**src/rtl/txs_pkg.sv**
```systemverilog
package txs_pkg;
  localparam int unsigned REG_W  = 8;
  localparam int unsigned B_CARR = 0;
  localparam int unsigned B_COLL = 1;
  localparam int unsigned B_C16  = 2;
  localparam int unsigned B_JAB  = 3;
  localparam int unsigned B_DONE = 7;
  localparam logic [REG_W-1:0] IEN_MASK = 8'h8E;

  typedef enum logic [1:0] {
    A_STAT = 2'd0,
    A_IEN  = 2'd1,
    A_CCNT = 2'd2,
    A_RSVD = 2'd3
  } reg_addr_e;
endpackage

```
**src/rtl/txs_jabber_timer.sv**
```systemverilog
module txs_jabber_timer #(
  parameter int unsigned JAB_BITS = 20000
) (
  input  logic clk,
  input  logic rst_n,
  input  logic tx_start,
  input  logic bit_tick,
  input  logic att_end,
  output logic jab_hit
);
  localparam int unsigned TW = $clog2(JAB_BITS + 1);
  localparam logic [TW-1:0] LAST = TW'(JAB_BITS - 1);

  logic          active_q;
  logic [TW-1:0] ticks_q;

  assign jab_hit = active_q && bit_tick && (ticks_q == LAST) && !att_end;

  always_ff @(posedge clk) begin
    if (!rst_n) begin
      active_q <= 1'b0;
      ticks_q  <= '0;
    end else if (tx_start) begin
      active_q <= 1'b1;
      ticks_q  <= '0;
    end else if (att_end || jab_hit) begin
      active_q <= 1'b0;
      ticks_q  <= '0;
    end else if (active_q && bit_tick) begin
      ticks_q <= ticks_q + 1'b1;
    end
  end
endmodule

```
**src/rtl/txs_coll_counter.sv**
```systemverilog
module txs_coll_counter #(
  parameter int unsigned CNT_W = 4
) (
  input  logic             clk,
  input  logic             rst_n,
  input  logic             coll,
  input  logic             clr,
  output logic             wrap,
  output logic [CNT_W-1:0] cnt
);
  localparam logic [CNT_W-1:0] TOP = {CNT_W{1'b1}};

  logic [CNT_W-1:0] cnt_q;

  assign wrap = coll && (cnt_q == TOP);
  assign cnt  = cnt_q;

  always_ff @(posedge clk) begin
    if (!rst_n)    cnt_q <= '0;
    else if (coll) cnt_q <= cnt_q + 1'b1;
    else if (clr)  cnt_q <= '0;
  end
endmodule

```
**src/rtl/txs_status_regs.sv**
```systemverilog
module txs_status_regs
  import txs_pkg::*;
(
  input  logic             clk,
  input  logic             rst_n,
  input  logic [REG_W-1:0] set_vec,
  input  logic             wr_en,
  input  logic [1:0]       wr_addr,
  input  logic [REG_W-1:0] wr_data,
  output logic [REG_W-1:0] status,
  output logic [REG_W-1:0] ien
);
  logic [REG_W-1:0] clr_vec;
  logic [REG_W-1:0] ien_q;

  assign clr_vec = (wr_en && wr_addr == A_STAT) ? wr_data : '0;

  for (genvar g = 0; g < REG_W; g++) begin : g_stat
    logic bit_q;
    always_ff @(posedge clk) begin
      if (!rst_n)          bit_q <= 1'b0;
      else if (set_vec[g]) bit_q <= 1'b1;
      else if (clr_vec[g]) bit_q <= 1'b0;
    end
    assign status[g] = bit_q;
  end

  always_ff @(posedge clk) begin
    if (!rst_n)                          ien_q <= '0;
    else if (wr_en && wr_addr == A_IEN) ien_q <= wr_data & IEN_MASK;
  end
  assign ien = ien_q;
endmodule

```
**src/rtl/txs_err_status.sv**
```systemverilog
module txs_err_status
  import txs_pkg::*;
#(
  parameter int unsigned JAB_BITS = 20000,
  parameter int unsigned CNT_W    = 4
) (
  input  logic             clk,
  input  logic             rst_n,
  input  logic             tx_start,
  input  logic             bit_tick,
  input  logic             tx_ok,
  input  logic             tx_coll,
  input  logic             carr_lost,
  input  logic             wr_en,
  input  logic [1:0]       wr_addr,
  input  logic [7:0]       wr_data,
  input  logic [1:0]       rd_addr,
  output logic [7:0]       rd_data,
  output logic [CNT_W-1:0] coll_cnt,
  output logic             irq
);
  logic             jab_hit;
  logic             wrap;
  logic             ok_eff;
  logic [REG_W-1:0] set_vec;
  logic [REG_W-1:0] status_q;
  logic [REG_W-1:0] ien_q;
  logic [CNT_W-1:0] cnt_q;

  assign ok_eff = tx_ok && !tx_coll;

  txs_jabber_timer #(.JAB_BITS(JAB_BITS)) u_jab (
    .clk(clk), .rst_n(rst_n), .tx_start(tx_start), .bit_tick(bit_tick),
    .att_end(tx_coll || tx_ok), .jab_hit(jab_hit)
  );

  txs_coll_counter #(.CNT_W(CNT_W)) u_cnt (
    .clk(clk), .rst_n(rst_n), .coll(tx_coll), .clr(ok_eff || jab_hit),
    .wrap(wrap), .cnt(cnt_q)
  );

  always_comb begin
    set_vec         = '0;
    set_vec[B_CARR] = carr_lost;
    set_vec[B_COLL] = tx_coll;
    set_vec[B_C16]  = wrap;
    set_vec[B_JAB]  = jab_hit;
    set_vec[B_DONE] = ok_eff || wrap || jab_hit;
  end

  txs_status_regs u_regs (
    .clk(clk), .rst_n(rst_n), .set_vec(set_vec), .wr_en(wr_en),
    .wr_addr(wr_addr), .wr_data(wr_data), .status(status_q), .ien(ien_q)
  );

  always_comb begin
    case (rd_addr)
      A_STAT:  rd_data = status_q;
      A_IEN:   rd_data = ien_q;
      A_CCNT:  rd_data = 8'(cnt_q);
      default: rd_data = '0;
    endcase
  end

  assign coll_cnt = cnt_q;
  assign irq      = |(status_q & ien_q);
endmodule

```
**config.mk**
```make
export PLATFORM = sky130hd
export DESIGN_NAME = txs_err_status
export DESIGN_NICKNAME = d
export VERILOG_FILES = /design/src/rtl/txs_pkg.sv /design/src/rtl/txs_jabber_timer.sv /design/src/rtl/txs_coll_counter.sv /design/src/rtl/txs_status_regs.sv /design/src/rtl/txs_err_status.sv
export SDC_FILE = /design/constraint.sdc
export NUM_CORES = 1
export LEC_CHECK = 0
export BUFFER_PORTS_ARGS = -buffer_cell sky130_fd_sc_hd__buf_2
export CORE_MARGIN = 5
export CORE_UTILIZATION = 45
export DETAILED_ROUTE_END_ITERATION = 8
export HOLD_SLACK_MARGIN = 0.05
export PLACE_DENSITY = 0.69
export SKIP_LAST_GASP = 1
export SLEW_MARGIN = 20
export SYNTH_ARGS = -nofsm -noshare
export SYNTH_HDL_FRONTEND = slang
export SYNTH_SLANG_ARGS = --single-unit
```
**constraint.sdc**
```tcl
create_clock -name clk -period 2.62 [get_ports clk]
set_input_delay 0.524 -clock clk [delete_from_list [all_inputs] [get_ports clk]]
set_output_delay 0.524 -clock clk [all_outputs]
set_load 0.005 [all_outputs]
```
==> flow_summary.toml, run 1 <==
[global_route]
grt_pass1_wl_um = 5200
grt_max_degree = 16
antenna_found_initial = 0
grt-ovfl-total = 0
grt_pass1_vias = 1193
grtUsageTotal_pct = 15.6

[timing]
setup_slack_ns = 0.401
hold_viol = 0
skew_ns = 0.00319
worst_pin_slew_ns = 0.584
min_period_over_period_pct = 84.7
slew_headroom_pct = 61.0
fmax_mhz = 451
slew_violations = 0
fin_setup_tns_ns = 0
fin_crit_ns = 2.22
rsz0062_at_grt = "no"
setup_violations = 0

[worst_setup_path]
critPathRequiredTime_ns = 2.84
end_kind = "register"
max_stage_delay_ns = 0.62
critPathArrivalTime_ns = 2.44
critPathMaxFanout = 5
slowest_stage = "or4_4"
path_cells = "ha_1 -> nand4_1 -> or4_4 -> or2_4 -> a311o_1"
cp-start-kind = "register"
critical_path_class = "reg2reg"

[placement]
pre_cts_slack_ns = 0.390
place.gp.congestion = 0.917
hpwlAfterDp_um = 2330
io_buffers = 26

[pwr]
internal_power_uw = 605
switching_power_uw = 187
p_per_area_nw_per_um2 = 481
switching_share_pct = 23.6
power.leakage_uw = 0.000620
p_clk_share_pct = 34.4
comb_power_share_pct = 7.8
ir_drop_mv = 0.270
power_frac_seq_pct = 57.9

[logic_synthesis]
synth_warnings = 0
netlist_area_um2 = 1420
ys_seq_elements = 29
seq_area_frac_synth_pct = 40.8
syn_area_per_cell_um2 = 8.67
synth-edff-count = 0
synth-async-reset-ratio_pct = 0
synthCells = 164
synth-main-ff-cell = "dfxtp_1"
ys_types = 35

[final_layout]
layout_commonest_cell = "dfxtp_1"
final_nets = 217
area_growth_pct = 15.8
n_antenna_cell = 0
layout-drive-gt1-share_pct = 19.5
layout_common_cells = "29 x dfxtp_1, 26 x buf_2, 18 x nand2_1, 18 x nor2_1, 10 x xnor2_1"

[die]
pin_count = 33
row_count = 20
die-area_um2 = 4380
core_um2 = 3050
die_y_um = 66.2
initial_utilization_pct = 46.6
die_w_um = 66.2

[drt]
post_drt_wl_per_cell_um = 12.9
dr.pass1.iters = 4
drtIter0Drc = 60
vias = 1282
via_per_inst = 5.36
drt_wl_total_um = 3090
drc = 0
drtAntennaViolNets = 0

[clocking]
cts_inserted_buffers = 5
post-cts-setup-buffer-count = 0
cts_resized = 0
htreeDepth = 2
hold_buffers = 0
cts_tree = "done"
cts_buffer_depth = 2
clk_latency_ns = 0.32
cts.sinks = 29
cts-root-buf = "clkbuf_4"
clk_pin_slew_ns = 0.08

[min_path]
hold_class = "in2reg"

[flow_run]
max_cap_viol_count = 0

[status]
status = "completed"
[critical path: cells and delay by family (launching register included)]
family	cells	cell delay, ns
AND/OR/NAND/NOR	3	1.12
adder cells (fa/ha/maj)	1	0.22
flip-flops	1	0.44
AO/OA/AOI/OAI	1	0.34
[synth_stat cells, drive strengths merged (3+ instances only)]
cell	n	area, um2
mux2i	9	90.1
a21oi	5	25.0
o21ai	5	25.0
a32o	3	30.0
nand3	7	35.0
xor2	4	35.0
dfxtp	29	581
nand2	18	67.6
nor2	18	67.6
nor2b	8	50.1
xnor2	10	87.6
nor3	5	25.0
nand4	7	43.8
buf	4	30.0
nor4	6	37.5
[cell families after synthesis]
kind of cell             after synthesis  share of synthesized area [%]
AND/OR/NAND/NOR                       81                           29.5
flip-flops                            29                           40.8
AO/OA/AOI/OAI                         20                           9.51
XOR/XNOR                              14                           8.63
multiplexers                           9                           6.34
buffers and inverters                  8                           3.17
adder cells (fa/ha/maj)                2                           1.76
other                                  1                          0.264
[per-stage QoR]
step / total power (uW) / std cells / util (%) / hold WS, ns / instance area (um2)
3_5_place_dp: 529 / 232 / 52.1 / 0.483 / 1590
2_1_floorplan: 502 / 166 / - / 0.456 / 1430
3_3_place_gp: 527 / 232 / 52.1 / 0.480 / 1590
6_report: 792 / 239 / 53.9 / 0.437 / 1650
4_1_cts: 807 / 239 / 53.9 / 0.414 / 1650
5_1_grt: 838 / 239 / 53.9 / 0.425 / 1650
[layer usage]
metal	wire [um]	share of wire (%)	up-vias	global-route usage (%)
li1	-	-	642	-
met1	1320	43	578	17.6
met2	1440	47	53	25.8
met3	254	8.2	9	5.44
met4	76	2.5	0	7.61
met5	0	0	-	0
[power groups by stage]
stage          logic, uW  clock network [uW]  registers [uW]
2_1_floorplan       35.9                   0             466
3_3_place_gp        58.7                   0             468
3_5_place_dp        60.9                   0             469
4_1_cts             61.7                 287             458
5_1_grt             68.2                 310             460
6_report            61.4                 272             458
[final timing paths]
path / startpoint / end / slack (ns) / cells past startpoint
setup / recovery: u_jab.ticks_q[0] / u_cnt.cnt[3] / 0.40 / 5
hold / removal: tx_start / u_jab.active_q / 0.44 / 2
setup reg to reg: u_jab.ticks_q[0] / u_cnt.cnt[3] / 0.40 / 5
hold reg to reg: u_regs.g_stat[2].bit_q / u_regs.g_stat[2].bit_q / 0.49 / 2
[final cells by class]
type,count,area (um2)
Inverter,2,7.51
Multi-Input combinational cell,129,803
Timing Repair Buffer,28,145
Fill cell,311,1410
Clock buffer,7,55.1
Tap cell,44,55.1
Sequential cell,29,581
[registers in the layout (all words and copies together), names as in the netlist]
signal               count
u_jab.ticks_q           15
u_regs.g_stat.bit_q      5
u_jab.active_q           1
u_regs.ien               4
u_cnt.cnt                4
(Power assumes the default switching activity.)
==> inputs of run 2 (changes only) <==
ABC_AREA = 1   (was default)
PLACE_DENSITY = 0.71   (was 0.69)
clock period = 1.9 ns   (was 2.62 ns; I/O delays follow)
==> flow_summary.toml, run 2 <==
[timing]
fmax_mhz = 646
hold_viol = 0
setup_slack_ns = 0.353
fin_setup_tns_ns = 0
skew_ns = 0.00915
whs_ns = 0.255
rsz0062_at_grt = "no"
setup_violations = 0
slew_violations = 0
min_period_over_period_pct = 81.4
fin_crit_ns = 1.55

[min_path]
holdPathEnd = "u_regs.g_stat[0].bit_q"
worst_hold_path.num_cells = 3
hold_class = "in2reg"
hp-start = "carr_lost"

[die]
die-area_um2 = 4630
die_y_um = 68.1
initial_utilization_pct = 45.8
pin_count = 33
row_count = 21
die_w_um = 68.1
core_um2 = 3310

[global_route]
grt_max_degree = 16
grt-ovfl-total = 0
grt_pass1_wl_um = 5690
antenna_found_initial = 0
grt_pass1_vias = 1325
grtUsageTotal_pct = 16.4

[drt]
routed-wl-met2_um = 1430
drtAntennaViolNets = 0
vias = 1453
post_drt_wl_per_cell_um = 11.0
top_layer = "met4"
drt_wl_total_um = 3260
drc = 0
wl_met3_um = 194
wl_met1_um = 1570
drtIter0Drc = 113
dr.pass1.iters = 4
via_per_inst = 4.89

[logic_synthesis]
netlist_area_um2 = 1520
syn_area_per_cell_um2 = 6.92
yosysTopAreaCell = "dfxtp_1"
synth-main-ff-cell = "dfxtp_1"
synth.most_common_cell = "nand2_1"
ys_seq_elements = 29
synth-async-reset-ratio_pct = 0
synth_top_area_share_pct = 38.3
synth_warnings = 0
synthCells = 219
synth.area.top_cells = "dfxtp_1 38%, nand2_1 12%, nand3_1 6.9%"
synth_common_cells = "48 x nand2_1, 29 x dfxtp_1, 28 x nor2_1"
synth-edff-count = 0
seq_area_frac_synth_pct = 38.3
ys_types = 27

[pwr]
p_per_area_nw_per_um2 = 659
switching_power_uw = 284
power_frac_seq_pct = 54.7
p_clk_share_pct = 37.5
internal_power_uw = 872
comb_power_share_pct = 7.8
switching_share_pct = 24.6
power_uw = 1160
ir_drop_mv = 0.272
power.leakage_uw = 0.000684

[worst_setup_path]
reg2reg_slack_ns = 0.39
end_kind = "output pin"
critPathMaxFanout = 6
critPathRequiredTime_ns = 1.52
cp-start-kind = "register"
critPathArrivalTime_ns = 1.17
reg2reg_depth = 6
critical_path_class = "reg2out"
r2r_end = "u_jab.ticks_q[12]"
r2r_start = "u_jab.ticks_q[0]"

[final_layout]
area_growth_pct = 15.8
largest_register_ffs = 15
finalCoreUtilization_pct = 53.0
layout_common_cells = "48 x nand2_1, 29 x dfxtp_1, 28 x nor2_1"
final_nets = 272
nFillCells = 360
n_antenna_cell = 0
layout-drive-gt1-share_pct = 19.9
largest_registers = "u_jab.ticks_q: 15 flops, u_regs.g_stat.bit_q: 5 flops"
layout_commonest_cell = "nand2_1"
top_register = "u_jab.ticks_q"

[clocking]
clk_pin_slew_ns = 0.10
clk_latency_ns = 0.34
post-cts-setup-buffer-count = 0
cts.sinks = 29
cts_tree = "done"
cts_buffer_depth = 2
cts_resized = 0
cts_inserted_buffers = 5
cts-root-buf = "clkbuf_4"
hold_buffers = 0
htreeDepth = 2

[placement]
io_buffers = 26
pre_cts_slack_ns = 0.378
place.gp.congestion = 0.819
hpwlAfterDp_um = 2590

[flow_run]
max_cap_viol_count = 0

[status]
status = "completed"
[run 2: changes by cell type after synthesis, moves of 5 or more]
cell / delta
nand2_1: +30
inv_1: +20
nand3_1: +14
a21oi_1: +13
nor2_1: +10
xnor2_1: -10
mux2i_1: -9
nor2b_1: -8
nor4_1: -6
o21ai_0: +6
nor3_1: -5
[run 2: kinds of logic (layout without fill, tap and decap cells)]
kind of cell / count (synthesis) / after routing / synth area share, %
flops: 29 / 29 / 38.3
compound gates: 33 / 33 / 12.0
buf+inv: 29 / 59 / 8.25
simple gates: 121 / 121 / 37.2
other cells: 1 / 3 / 0.247
xor+xnor: 4 / 4 / 2.31
fa+ha+maj: 2 / 2 / 1.65
[run 2: final cells by class]
type / instances / area [um2] / share of cell area (%)
Multi-Input combinational cell: 163 / 818 / 46.6
Sequential cell: 29 / 581 / 33.1
Timing Repair Buffer: 27 / 138 / 7.84
Inverter: 24 / 91.3 / 5.20
Clock buffer: 7 / 65.1 / 3.71
Tap cell: 46 / 57.6 / 3.28
Clock inverter: 1 / 5.00 / 0.285
[run 2: how the worst max path moves through the flow]
stage                              endpoint             start
after detailed placement         rd_data[3]        rd_addr[0]
after floorplan           u_jab.ticks_q[10]  u_jab.ticks_q[0]
after global routing             rd_data[2]      u_cnt.cnt[2]
after global placement     u_jab.ticks_q[8]  u_jab.ticks_q[0]
after CTS                        rd_data[2]      u_cnt.cnt[2]
final                            rd_data[2]      u_cnt.cnt[2]
[run 2: layer usage]
metal	vias to the layer above	track usage, %
li1	772	-
met1	639	21.8
met2	36	24.7
met3	6	4.43
met4	0	7.44
met5	-	0
[run 2: through the flow]
step / instance area, um2 / std cells
2_1_floorplan: 1520 / 221
3_3_place_gp: 1690 / 289
3_5_place_dp: 1690 / 289
4_1_cts: 1760 / 297
5_1_grt: 1760 / 297
6_report: 1760 / 297
[run 2: power by group through the flow]
stage	Sequential, uW	Clock [uW]	Combinational, uW
2_1_floorplan	644	0	53.7
3_3_place_gp	647	0	90.1
3_5_place_dp	647	0	91.3
4_1_cts	633	445	91.5
5_1_grt	635	474	106
6_report	633	434	90.3
[run 2: critical path, cell delays in order (launching register included)]
cell and delay [ns]:
dfxtp_1 0.42, inv_1 0.09, o221ai_1 0.18, buf_2 0.14
==> inputs of run 3 (changes only) <==
PLACE_DENSITY = 0.68   (was 0.71)
clock period = 1.6 ns   (was 1.9 ns; I/O delays follow)
==> flow_summary.toml, run 3 (synthesis gave the netlist of run 2 again) <==
[clocking]
clk_pin_slew_ns = 0.10
cts_tree = "done"
cts-root-buf = "clkbuf_4"
cts_inserted_buffers = 5
hold_buffers = 0
cts.sinks = 29
htreeDepth = 2
cts_buffer_depth = 2
clk_latency_ns = 0.33

[final_layout]
top_register = "u_jab.ticks_q"
layout_common_cells = "48 x nand2_1, 28 x nor2_1, 28 x dfxtp_1"
layout_commonest_cell = "nand2_1"
finalInstanceArea_um2 = 1790
final_nets = 275
largest_register_ffs = 15
layout-drive-gt1-share_pct = 21.3
n_antenna_cell = 0
nFillCells = 377
area_growth_pct = 17.8
largest_registers = "u_jab.ticks_q: 15 flops, u_regs.g_stat.bit_q: 5 flops"

[worst_setup_path]
crit_family = "flip-flops"
critPathMaxFanout = 4
path_cells = "inv_1 -> o221ai_1 -> buf_2"
slowest_stage = "dfxtp_1"
end_kind = "output pin"
startpoint = "u_cnt.cnt[3]"
critPathArrivalTime_ns = 1.12
cp-start-kind = "register"
critical_path_class = "reg2out"
max_stage_delay_ns = 0.38
r2r_start = "u_jab.ticks_q[1]"
critPathRequiredTime_ns = 1.28
worst-path-buf-inv = 2

[timing]
setup_violations = 0
fin_setup_tns_ns = 0
slew_violations = 0
fmax_mhz = 694
hold_viol = 0
fin_crit_ns = 1.44
skew_ns = 0.00488
min_period_over_period_pct = 90.0
rsz0062_at_grt = "no"

[placement]
io_buffers = 26
hpwlAfterDp_um = 2610
placed_cell_area_um2 = 1710
place.gp.congestion = 0.831

[die]
initial_utilization_pct = 45.8
pin_count = 33
core_um2 = 3310
row_count = 21
die_w_um = 68.1
die-area_um2 = 4630
die_y_um = 68.1

[drt]
drtIter0Drc = 93
wl_met3_um = 179
wl_met1_um = 1680
post_drt_wl_per_cell_um = 10.9
dr.pass1.iters = 4
drtAntennaViolNets = 0
drt_wl_total_um = 3280
vias = 1497
routed-wl-met2_um = 1370
top_layer = "met4"
via_per_inst = 4.99
drc = 0

[global_route]
grt_pass1_vias = 1295
grt_max_degree = 16
antenna_found_initial = 0
grtUsageTotal_pct = 16.1
grt-ovfl-total = 0
grt_pass1_wl_um = 5610

[pwr]
p_per_area_nw_per_um2 = 773
power_frac_seq_pct = 54.4
switching_share_pct = 24.7
comb_power_share_pct = 8.2
switching_power_uw = 341
ir_drop_mv = 0.444
internal_power_uw = 1040
power.leakage_uw = 0.000701
p_clk_share_pct = 37.5

[min_path]
hold_class = "in2reg"
hp-start = "carr_lost"

[flow_run]
max_cap_viol_count = 0

[status]
status = "completed"
==> run 3: per-stage QoR <==
stage	instances	worst slack (ns)	util (%)	hold WS, ns	total power, uW
floorplan	221	0.254	-	0.437	829
global placement	292	0.172	51.6	0.456	879
detailed placement	292	0.150	51.6	0.462	880
CTS	300	0.109	53.7	0.192	1400
global route	300	0.0234	54.0	0.194	1450
finish	300	0.160	54.0	0.198	1380
==> run 3: worst register-to-register path: stages (launching register included) <==
cell and delay [ns]:
dfxtp_1 0.36, ha_1 0.18, nand2_1 0.13, nor2_2 0.17
nand3_2 0.16, nand3_4 0.20, nor2_1 0.07
==> run 3: worst paths after layout <==
check,end,slack [ns],cells after the start
worst min-delay path,u_regs.g_stat[0].bit_q,0.20,3
worst max register to register,u_jab.ticks_q[11],0.23,6
worst min register to register,u_jab.ticks_q[14],0.47,2
worst max-delay path,rd_data[3],0.16,3
==> run 3: power by group through the flow <==
stage / Clock [uW] / Sequential (uW) / Combinational [uW]
3_3_place_gp: 0 / 768 / 111
5_1_grt: 571 / 754 / 129
6_report: 517 / 751 / 113
2_1_floorplan: 0 / 765 / 63.7
3_5_place_dp: 0 / 768 / 112
4_1_cts: 537 / 751 / 113
==> run 3: timing repair <==
action / CTS / global route
endpoints found under the setup margin: 0 / 16
gates resized for setup: 0 / 2
hold endpoints to repair: 0 / 0
buffers inserted: 0 / 0
==> run 3: cell type report <==
cell class / instances / area [um2] / area share (%)
clock buffer: 7 / 65.1 / 3.64
clock inverter: 1 / 5.00 / 0.280
inverter: 24 / 91.3 / 5.11
multi-input combinational: 163 / 826 / 46.2
sequential: 29 / 582 / 32.6
tap: 46 / 57.6 / 3.22
timing repair buffer: 30 / 160 / 8.96
==> run 3: routing by layer <==
| metal | vias up | GRT usage [%] |
|---|---|---|
| met2 | 36 | 24.3 |
| met3 | 4 | 4.93 |
| met1 | 673 | 21.5 |
| li1 | 784 | - |
| met4 | 0 | 5.96 |
| met5 | - | 0 |
